<file path="src/rtl/btmr_pkg.sv">
package btmr_pkg;

  // Decoded write strobes produced by the register block for one bus cycle.
  typedef struct packed {
    logic load;   // preload register written
    logic ctrl;   // control register written
    logic clear;  // clear register written with its clear bit set
  } btmr_wr_t;

endpackage

</file>
<file path="src/rtl/btmr_prescale.sv">
// Divide-by-DIV clock enable. It is held at phase zero while restart is high.
module btmr_prescale #(
  parameter int DIV = 4
) (
  input  logic clk,
  input  logic rst_n,
  input  logic restart,
  output logic tick
);

  localparam int PW = (DIV > 2) ? $clog2(DIV) : 1;
  localparam logic [PW-1:0] LAST = PW'(DIV - 1);

  logic [PW-1:0] phase_q;
  logic [PW-1:0] phase_d;

  assign tick = (phase_q == LAST) && !restart;

  always_comb begin
    if (restart || tick) begin
      phase_d = '0;
    end else begin
      phase_d = phase_q + PW'(1);
    end
  end

  always_ff @(posedge clk or negedge rst_n) begin
    if (!rst_n) begin
      phase_q <= '0;
    end else begin
      phase_q <= phase_d;
    end
  end

endmodule

</file>
<file path="src/rtl/btmr_regs.sv">
// Write-only register decode: preload strobe, control bits, clear strobe.
module btmr_regs
  import btmr_pkg::*;
#(
  parameter int          ADDR_W    = 8,
  parameter int          DATA_W    = 8,
  parameter logic [ADDR_W-1:0] ADDR_LOAD = 8'hC0,
  parameter logic [ADDR_W-1:0] ADDR_CTRL = 8'hC1,
  parameter logic [ADDR_W-1:0] ADDR_CLR  = 8'hC2,
  parameter int          HALT_BIT  = 0,
  parameter int          IE_BIT    = 1,
  parameter int          CLR_BIT   = 0
) (
  input  logic              clk,
  input  logic              rst_n,
  input  logic              wr_en,
  input  logic [ADDR_W-1:0] wr_addr,
  input  logic [DATA_W-1:0] wr_data,
  output btmr_wr_t          stb,
  output logic              halt,
  output logic              irq_en
);

  logic halt_q, halt_d;
  logic ie_q, ie_d;

  always_comb begin
    stb.load  = wr_en && (wr_addr == ADDR_LOAD);
    stb.ctrl  = wr_en && (wr_addr == ADDR_CTRL);
    stb.clear = wr_en && (wr_addr == ADDR_CLR) && wr_data[CLR_BIT];
  end

  always_comb begin
    halt_d = halt_q;
    ie_d   = ie_q;
    if (stb.ctrl) begin
      halt_d = wr_data[HALT_BIT];
      ie_d   = wr_data[IE_BIT];
    end
  end

  always_ff @(posedge clk or negedge rst_n) begin
    if (!rst_n) begin
      halt_q <= 1'b1;
      ie_q   <= 1'b0;
    end else begin
      halt_q <= halt_d;
      ie_q   <= ie_d;
    end
  end

  assign halt   = halt_q;
  assign irq_en = ie_q;

endmodule

</file>
<file path="src/rtl/btmr_count.sv">
// Counter with load priority, free wrap, and sticky overflow flag (set wins).
module btmr_count #(
  parameter int CNT_W = 8
) (
  input  logic             clk,
  input  logic             rst_n,
  input  logic             run,
  input  logic             tick,
  input  logic             load,
  input  logic [CNT_W-1:0] load_val,
  input  logic             irq_en,
  input  logic             clear,
  output logic [CNT_W-1:0] cnt,
  output logic             ovf_set,
  output logic             flag
);

  localparam logic [CNT_W-1:0] CNT_MAX = {CNT_W{1'b1}};

  logic [CNT_W-1:0] cnt_q, cnt_d;
  logic             flag_q, flag_d;
  logic             adv;
  logic             wrap;

  always_comb begin
    adv  = run && tick && !load;
    wrap = adv && (cnt_q == CNT_MAX);
    ovf_set = wrap && irq_en;

    if (load) begin
      cnt_d = load_val;
    end else if (adv) begin
      cnt_d = cnt_q + CNT_W'(1);
    end else begin
      cnt_d = cnt_q;
    end

    if (ovf_set) begin
      flag_d = 1'b1;
    end else if (clear) begin
      flag_d = 1'b0;
    end else begin
      flag_d = flag_q;
    end
  end

  always_ff @(posedge clk or negedge rst_n) begin
    if (!rst_n) begin
      cnt_q  <= '0;
      flag_q <= 1'b0;
    end else begin
      cnt_q  <= cnt_d;
      flag_q <= flag_d;
    end
  end

  assign cnt  = cnt_q;
  assign flag = flag_q;

endmodule

</file>
<file path="src/rtl/base_tick_timer.sv">
module base_tick_timer
  import btmr_pkg::*;
#(
  parameter int ADDR_W = 8,
  parameter int DATA_W = 8,
  parameter int CNT_W  = 8,
  parameter int DIV    = 4,
  parameter logic [ADDR_W-1:0] ADDR_LOAD = 8'hC0,
  parameter logic [ADDR_W-1:0] ADDR_CTRL = 8'hC1,
  parameter logic [ADDR_W-1:0] ADDR_CLR  = 8'hC2
) (
  input  logic              clk,
  input  logic              rst_n,
  input  logic              wr_en,
  input  logic [ADDR_W-1:0] wr_addr,
  input  logic [DATA_W-1:0] wr_data,
  output logic              irq
);

  btmr_wr_t         stb_w;
  logic             halt_w;
  logic             ie_w;
  logic             run_w;
  logic             tick_w;
  logic             restart_w;
  logic [CNT_W-1:0] cnt_w;
  logic             ovf_set_w;
  logic             flag_w;

  assign run_w     = !halt_w;
  assign restart_w = !run_w || stb_w.load;

  btmr_regs #(
    .ADDR_W   (ADDR_W),
    .DATA_W   (DATA_W),
    .ADDR_LOAD(ADDR_LOAD),
    .ADDR_CTRL(ADDR_CTRL),
    .ADDR_CLR (ADDR_CLR)
  ) u_regs (
    .clk    (clk),
    .rst_n  (rst_n),
    .wr_en  (wr_en),
    .wr_addr(wr_addr),
    .wr_data(wr_data),
    .stb    (stb_w),
    .halt   (halt_w),
    .irq_en (ie_w)
  );

  btmr_prescale #(
    .DIV(DIV)
  ) u_pre (
    .clk    (clk),
    .rst_n  (rst_n),
    .restart(restart_w),
    .tick   (tick_w)
  );

  btmr_count #(
    .CNT_W(CNT_W)
  ) u_cnt (
    .clk     (clk),
    .rst_n   (rst_n),
    .run     (run_w),
    .tick    (tick_w),
    .load    (stb_w.load),
    .load_val(wr_data[CNT_W-1:0]),
    .irq_en  (ie_w),
    .clear   (stb_w.clear),
    .cnt     (cnt_w),
    .ovf_set (ovf_set_w),
    .flag    (flag_w)
  );

  assign irq = flag_w;

endmodule

</file>
<file path="config.mk">
export PLATFORM = sky130hd
export DESIGN_NAME = base_tick_timer
export DESIGN_NICKNAME = d
export VERILOG_FILES = /design/src/rtl/btmr_pkg.sv /design/src/rtl/btmr_prescale.sv /design/src/rtl/btmr_regs.sv /design/src/rtl/btmr_count.sv /design/src/rtl/base_tick_timer.sv
export SDC_FILE = /design/constraint.sdc
export NUM_CORES = 1
export LEC_CHECK = 0
export ABC_CLOCK_PERIOD_IN_PS = 1600
export CORE_MARGIN = 3
export CORE_UTILIZATION = 45
export DETAILED_ROUTE_END_ITERATION = 10
export GPL_TIMING_DRIVEN = 0
export PLACE_DENSITY = 0.84
export SLEW_MARGIN = 20
export SYNTH_ARGS = -nofsm -noshare
export SYNTH_HDL_FRONTEND = slang
export SYNTH_SLANG_ARGS = --single-unit
</file>
<file path="constraint.sdc">
create_clock -name clk -period 1.6 [get_ports clk]
set_input_delay 0.32 -clock clk [delete_from_list [all_inputs] [get_ports clk]]
set_output_delay 0.32 -clock clk [all_outputs]
set_load 0.05 [all_outputs]
</file>
==> results of run 1 <==
[path summary, 6_finish.rpt]
check / from / endpoint / slack, ns / depth (start not counted)
worst max-delay path: wr_addr[3] / u_cnt.cnt[7] / -0.1 / 4
worst min-delay path: rst_n / u_cnt.cnt[2] / 0.41 / 1
worst max register to register: u_cnt.cnt[1] / u_cnt.flag / 0.12 / 5
worst min register to register: u_pre.phase_q[0] / u_pre.phase_q[0] / 0.43 / 1
max in group asynchronous: rst_n / u_cnt.cnt[0] / 0.79 / 1
min in group clk: u_pre.phase_q[0] / u_pre.phase_q[0] / 0.43 / 1
[Yosys cell counts]
| cell type | instances |
|---|---|
| dfrtp_1 | 12 |
| mux2_2 | 2 |
| o22a_1 | 1 |
| nor2b_1 | 1 |
| a21oi_1 | 7 |
| nor2_1 | 10 |
| nand4_1 | 4 |
| xor2_1 | 6 |
| buf_6 | 2 |
| mux2_4 | 1 |
| nand4b_1 | 1 |
| nand3b_1 | 1 |
| ha_1 | 2 |
| nor3_1 | 3 |
| dfstp_2 | 1 |
| mux2i_1 | 1 |
| and3_2 | 1 |
| a21boi_0 | 1 |
| nand3_1 | 2 |
| xnor2_1 | 1 |
| and4b_1 | 1 |
| nor4b_1 | 1 |
| nand2_1 | 5 |
| inv_1 | 1 |
| or4b_4 | 2 |
[area by class of cell]
cell class                      instances  area share, %
Sequential cell                        13           30.8
Clock inverter                          1          0.469
Buffer                                  1           1.41
Tap cell                               15           1.76
Timing Repair Buffer                   21           20.2
Inverter                                1          0.352
Multi-Input combinational cell         55           43.0
Clock buffer                            3           2.11
[layout by cell type (no fill, tap or decap), types with 3 or more instances in the layout]
| cell | n |
|---|---|
| nor2_1 | 4 |
| a21oi_2 | 6 |
| nand4_1 | 4 |
| nand2_1 | 4 |
| or4b_4 | 3 |
| nor2_4 | 6 |
| clkbuf_4 | 3 |
| dfrtp_1 | 11 |
| xor2_1 | 6 |
| clkdlybuf4s50_1 | 14 |
| nor3_1 | 3 |
[state kept, by name, indices dropped and copies added (netlist names)]
name,cells
u_cnt.flag,1
u_regs.halt,1
u_pre.phase_q,2
u_cnt.cnt,8
u_regs.irq_en,1
[critical path, delay by kind of cell]
kind                   cells  cell delay (ns)
buffers and inverters      1             0.09
muxes                      1             0.32
and+or+nand+nor            2             1.13
[what timing repair did]
action,4_1_cts,5_1_grt
endpoints found under the hold margin,0,0
hold buffers,0,0
buffers inserted,1,0
cloned,2,0
endpoints found under the setup margin,14,13
resized for setup,25,7
pin swaps,2,0
[stage by stage]
stage                     setup WS, ns  power, mW  cell area, sq um  TNS (ns)  hold slack, ns
after floorplan                 -0.315      0.823               739     -2.64          0.0244
after global placement          -0.753      0.922               948     -8.63           0.415
after detailed placement        -0.777      0.942               948     -8.82           0.424
after CTS                      -0.0830       1.16              1030    -0.354           0.416
after global routing            -0.117       1.27              1070    -0.790           0.423
final                          -0.0966       1.18              1070    -0.570           0.408
[cell families after synthesis]
kind of cell             Yosys count  synth area share (%)
multiplexers                       4                  6.60
XOR/XNOR                           7                  8.51
AO/OA/AOI/OAI                      9                  7.12
adder cells (fa/ha/maj)            2                  3.47
AND/OR/NAND/NOR                   32                  25.3
flip-flops                        13                  45.3
buffers and inverters              3                  3.65
[routing by layer]
metal  wire (um)  global-route usage, %
met1         759                   24.7
met2         958                   34.1
met3         100                   5.93
met4           0                   2.27
met5           0                      0
[power groups by stage]
stage	sequential (mW)	combinational [mW]	clock, mW
global placement	0.540	0.382	0
global route	0.567	0.486	0.221
detailed placement	0.545	0.397	0
finish	0.543	0.436	0.199
floorplan	0.520	0.303	0
CTS	0.539	0.406	0.211
==> insert_results.sql, run 1 <==
INSERT INTO impl_metrics (metric_group, metric, value, unit) VALUES
('synthesis', 'ys_seq_area_share', '45.3', '%'),
('clock_tree', 'clk_pin_slew_worst_paths', '0.08', 'ns'),
('routing', 'drtIter0Drc', '5', ''),
('final_layout', 'final_nets', '117', ''),
('sta', 'setup_ws', '-0.0966', 'ns'),
('sta', 'final_hold_viol_count', '0', ''),
('routing', 'ant_nets', '0', ''),
('synthesis', 'postSynthAreaPerCell', '10.3', 'sq um'),
('sta', 'final.period_utilization', '106', '%'),
('final_layout', 'layout-drive-gt1-share', '34.7', '%'),
('power_and_ir_drop', 'net-switching-power', '410', 'uW'),
('routing', 'route.detailed.drc', '0', ''),
('critical_path', 'crit_chain', 'buf_6, or4b_4, or4b_4, mux2_4', ''),
('sta', 'setup_viol', '10', ''),
('power_and_ir_drop', 'relative_contribution_of_combinational_cells_to_total_power', '37.0', '%'),
('synthesis', 'mappedNetlistNets', '91', ''),
('floorplanning', 'die_h', '46.0', 'um'),
('run', 'max-cap-violations', '0', ''),
('routing', 'wl_per_cell', '16.5', 'um'),
('clock_tree', 'clock_sinks', '13', ''),
('critical_path', 'crit_path_frequent_cell', 'or4b_4', ''),
('status', 'violations_in_the_final_reports', 'negative setup slack', ''),
('clock_tree', 'ctsRootBufferMaster', 'clkbuf_4', ''),
('synthesis', 'netlist_area', '721', 'sq um'),
('sta', 'clock.fmax', '589', 'MHz'),
('power_and_ir_drop', 'clockPowerShare', '16.9', '%'),
('clock_tree', 'clock_buffers_created_by_tritoncts', '3', ''),
('sta', 'rsz0062_at_grt', 'yes', ''),
('power_and_ir_drop', 'total_leakage_power', '0.423', 'nW'),
('final_layout', 'number_of_antenna_repair_diodes', '0', ''),
('clock_tree', 'clk_latency', '0.27', 'ns'),
('floorplanning', 'die-area', '0.00212', 'sq mm'),
('place', 'place_hpwl', '1150', 'um'),
('status', 'outcome', 'finished with violations', ''),
('place', 'port-buffer-count', '19', ''),
('routing', 'firstDrtPassIters', '4', ''),
('floorplanning', 'design.core.area', '0.00140', 'sq mm'),
('synthesis', 'synthesis.instances', '70', ''),
('final_layout', 'fillerInstances', '96', ''),
('sta', 'timing.slew.headroom', '61.6', '%'),
('floorplanning', 'floorplan.initialDensity', '51.5', '%'),
('critical_path', 'critical_path.slowest_cell', 'or4b_4', ''),
('clock_tree', 'clockBufferDepth', '2', ''),
('sta', 'minimum_clock_period', '1.70', 'ns'),
('synthesis', 'synth_seq_cells', '13', ''),
('synthesis', 'ys.warnings.count', '0', ''),
('critical_path', 'path_max_fanout', '5', ''),
('global_route', 'track_usage', '19.7', '%'),
('global_route', 'overflow', '0', ''),
('sta', 'timing_max_transition_violations_final', '0', ''),
('place', 'numPlacedInstances', '104', ''),
('floorplanning', 'die_width', '46.0', 'um'),
('clock_tree', 'cts-htree-levels', '1', ''),
('global_route', 'grt_max_degree', '14', ''),
('synthesis', 'yosys.area.top_type', 'dfrtp_1', ''),
('hold_path', 'min-delay-path-class', 'in2async', ''),
('final_layout', 'flow.area_growth_from_synthesis', '47.9', '%'),
('synthesis', 'netlist.area_leader.share', '41.7', '%'),
('final_layout', 'finalCoreUtilization', '76.2', '%'),
('critical_path', 'worst_path_largest_cell_delay', '0.58', 'ns'),
('power_and_ir_drop', 'power.internal', '769', 'uW'),
('synthesis', 'yosys-top-cells-area', 'dfrtp_1 42%, xor2_1 7.3%, nor2_1 5.2%', ''),
('critical_path', 'critical_path.startpoint_type', 'primary input', ''),
('routing', 'via_per_instance_ratio', '5.65', ''),
('synthesis', 'yosysUniqueCellTypes', '25', ''),
('clock_tree', 'tritoncts', 'built', ''),
('power_and_ir_drop', 'power.ir.vdd_worst', '898', 'uV'),
('power_and_ir_drop', 'power_density', '1110', 'mW/mm^2'),
('sta', 'setup_skew_after_layout', '0.00272', 'ns'),
('critical_path', 'cp.arrival', '1.86', 'ns'),
('floorplanning', 'row_count', '13', '');
No activity file was read; power rests on OpenSTA's default activity.
==> inputs of run 2 (changes only) <==
--- a/config.mk
+++ b/config.mk
@@ -5,7 +5,7 @@
 export SDC_FILE = /design/constraint.sdc
 export NUM_CORES = 1
 export LEC_CHECK = 0
-export ABC_CLOCK_PERIOD_IN_PS = 1600
+export ABC_CLOCK_PERIOD_IN_PS = 1800
 export CORE_MARGIN = 3
 export CORE_UTILIZATION = 45
 export DETAILED_ROUTE_END_ITERATION = 10
==> constraint.sdc (replaced) <==
create_clock -name clk -period 1.8 [get_ports clk]
set_input_delay 0.36 -clock clk [delete_from_list [all_inputs] [get_ports clk]]
set_output_delay 0.36 -clock clk [all_outputs]
set_load 0.05 [all_outputs]
==> insert_results.sql, run 2 (same netlist as run 1, synthesis figures left out) <==
INSERT INTO impl_metrics (metric_group, metric, value, unit) VALUES
('status', 'outcome', 'complete, no violations', ''),
('clock_tree', 'clk_latency', '0.28', 'ns'),
('floorplanning', 'floorplan.initialDensity', '51.5', '%'),
('clock_tree', 'clock_buffers_created_by_tritoncts', '3', ''),
('clock_tree', 'cts-hold-fix-buffers', '0', ''),
('final_layout', 'register_area', '327', 'sq um'),
('clock_tree', 'clk_pin_slew_worst_paths', '0.08', 'ns'),
('sta', 'timing_max_transition_violations_final', '0', ''),
('final_layout', 'fillerInstances', '106', ''),
('global_route', 'via_count_of_the_first_global_routing_pass', '570', ''),
('hold_path', 'holdPathStages', '1', ''),
('power_and_ir_drop', 'power.ir.vdd_worst', '811', 'uV'),
('critical_path', 'worstRegToRegCells', '5', ''),
('critical_path', 'kind_of_end_point_of_the_critical_path', 'flip-flop', ''),
('floorplanning', 'die_width', '46.0', 'um'),
('final_layout', 'finalCoreUtilization', '71.3', '%'),
('global_route', 'grt_pass1_wl', '2570', 'um'),
('sta', 'timing.slew.headroom', '60.8', '%'),
('place', 'place_hpwl', '1150', 'um'),
('final_layout', 'multi_input_comb_area', '400', 'sq um'),
('final_layout', 'flow.area_growth_from_synthesis', '38.4', '%'),
('global_route', 'track_usage', '16.8', '%'),
('critical_path', 'regToRegStartpoint', 'u_pre.phase_q[0]', ''),
('place', 'routability_congestion_estimate', '0.774', ''),
('sta', 'rsz0062_at_grt', 'yes', ''),
('run', 'max-cap-violations', '0', ''),
('critical_path', 'cp.arrival', '1.94', 'ns'),
('clock_tree', 'tritoncts', 'built', ''),
('floorplanning', 'design.core.area', '0.00140', 'sq mm'),
('critical_path', 'timing.setup.critical_path_class', 'in2reg', ''),
('place', 'port-buffer-count', '19', ''),
('sta', 'setup_skew_after_layout', '0.00758', 'ns'),
('routing', 'route.detailed.drc', '0', ''),
('hold_path', 'min_to', 'u_pre.phase_q[0]', ''),
('power_and_ir_drop', 'total_leakage_power', '0.418', 'nW'),
('sta', 'max_slew.worst_pin.slew', '0.586', 'ns'),
('sta', 'minimum_clock_period', '1.78', 'ns'),
('routing', 'ant_nets', '0', ''),
('routing', 'detail_route.wirelength', '1520', 'um'),
('final_layout', 'number_of_antenna_repair_diodes', '0', ''),
('sta', 'setup_viol', '0', ''),
('routing', 'firstDrtPassIters', '3', ''),
('routing', 'wl_per_cell', '14.0', 'um'),
('critical_path', 'critical_path.startpoint_type', 'primary input', ''),
('final_layout', 'layout-drive-gt1-share', '22.3', '%'),
('hold_path', 'min-delay-path-class', 'reg2reg', ''),
('clock_tree', 'cts-htree-levels', '1', ''),
('global_route', 'overflow', '0', ''),
('final_layout', 'most-common-layout-cells', '14 x clkdlybuf4s50_1, 12 x dfrtp_1, 10 x nor2_1, 6 x xor2_1', ''),
('clock_tree', 'ctsRootBufferMaster', 'clkbuf_4', ''),
('critical_path', 'r2r_slack', '0.38', 'ns'),
('floorplanning', 'row_count', '13', ''),
('floorplanning', 'die_h', '46.0', 'um'),
('routing', 'drtIter0Drc', '3', ''),
('hold_path', 'hp-start', 'u_pre.phase_q[0]', ''),
('sta', 'final.period_utilization', '99.0', '%'),
('final_layout', 'finish.instance_area', '997', 'sq um'),
('critical_path', 'path_max_fanout', '5', ''),
('clock_tree', 'clock_sinks', '13', ''),
('clock_tree', 'clockBufferDepth', '2', ''),
('routing', 'route.vias.total', '600', ''),
('final_layout', 'largest_register_ffs', '8', ''),
('final_layout', 'final_common_cell', 'clkdlybuf4s50_1', ''),
('sta', 'final_hold_viol_count', '0', ''),
('sta', 'clock.fmax', '561', 'MHz'),
('final_layout', 'final_nets', '116', ''),
('global_route', 'grt_max_degree', '14', ''),
('floorplanning', 'die-area', '0.00212', 'sq mm'),
('floorplanning', 'pin_count', '20', ''),
('routing', 'via_per_instance_ratio', '5.50', ''),
('global_route', 'antenna_violations_before_repair', '0', ''),
('critical_path', 'timing.rr.end', 'u_cnt.cnt[7]', ''),
('critical_path', 'worst_ep_required_time', '1.96', 'ns'),
('place', 'placement.cell_area', '948', 'sq um'),
('power_and_ir_drop', 'power_density', '1020', 'mW/mm^2');
[run 2: changes by cell type in the layout (fill, tap and decap cells not counted), sizes merged]
cell         delta
dlygate4sd2     +1
buf             -2
[run 2: final cells by class]
type / count / area share [%]
inverter: 1 / 0.376
timing repair buffer: 20 / 20.6
tap: 15 / 1.88
clock inverter: 1 / 0.502
buffer: 1 / 1.51
clock buffer: 3 / 2.26
multi-input combinational: 55 / 40.2
sequential: 13 / 32.7
[run 2: critical path, cell delays in order]
cell and delay (ns):
clkdlybuf4s15_1 0.17, or4b_4 0.51, or4b_4 0.58, mux2_4 0.32
[run 2: worst max path at each step]
| stage | cells past startpoint | to | from |
|---|---|---|---|
| 6_report | 4 | u_cnt.cnt[7] | wr_addr[2] |
| 5_1_grt | 4 | u_regs.irq_en | wr_addr[2] |
| 4_1_cts | 4 | u_cnt.cnt[7] | wr_addr[2] |
| 3_5_place_dp | 7 | u_cnt.cnt[1] | wr_addr[2] |
| 3_3_place_gp | 5 | u_cnt.cnt[7] | wr_addr[3] |
| 2_1_floorplan | 4 | u_cnt.cnt[7] | wr_addr[3] |
[run 2: where the power goes]
part           switching, mW  internal [mW]  leakage, nW  total, mW
clock network         0.0972         0.0824       0.0177      0.180
registers             0.0912          0.388        0.157      0.479
logic                  0.154          0.200        0.244      0.354
total                  0.343          0.670        0.418       1.01
[run 2: timing repair]
action | CTS | global route
pin swaps | 2 | 0
gates cloned | 2 | 0
resized for setup | 12 | 1
endpoints found under the setup margin | 13 | 5
setup buffers | 0 | 0
[run 2: through the flow]
stage               total power, mW  std cells  hold WS (ns)   TNS (ns)  setup WS (ns)
global route                   1.10        109         0.457  -0.000266      -0.000266
CTS                            1.02        109         0.436          0         0.0166
global placement              0.819        104         0.415      -6.55         -0.593
floorplan                     0.732         70        0.0644     -0.792         -0.155
finish                         1.01        109         0.434          0         0.0178
detailed placement            0.837        104         0.424      -6.74         -0.617
[run 2: per-layer routing]
layer	wire length, um	GRT usage [%]	vias to the layer above
met2	720	26.4	10
met1	719	23.0	284
li1	-	-	306
met5	0	0	-
met3	83	5.93	0
met4	0	1.70	0
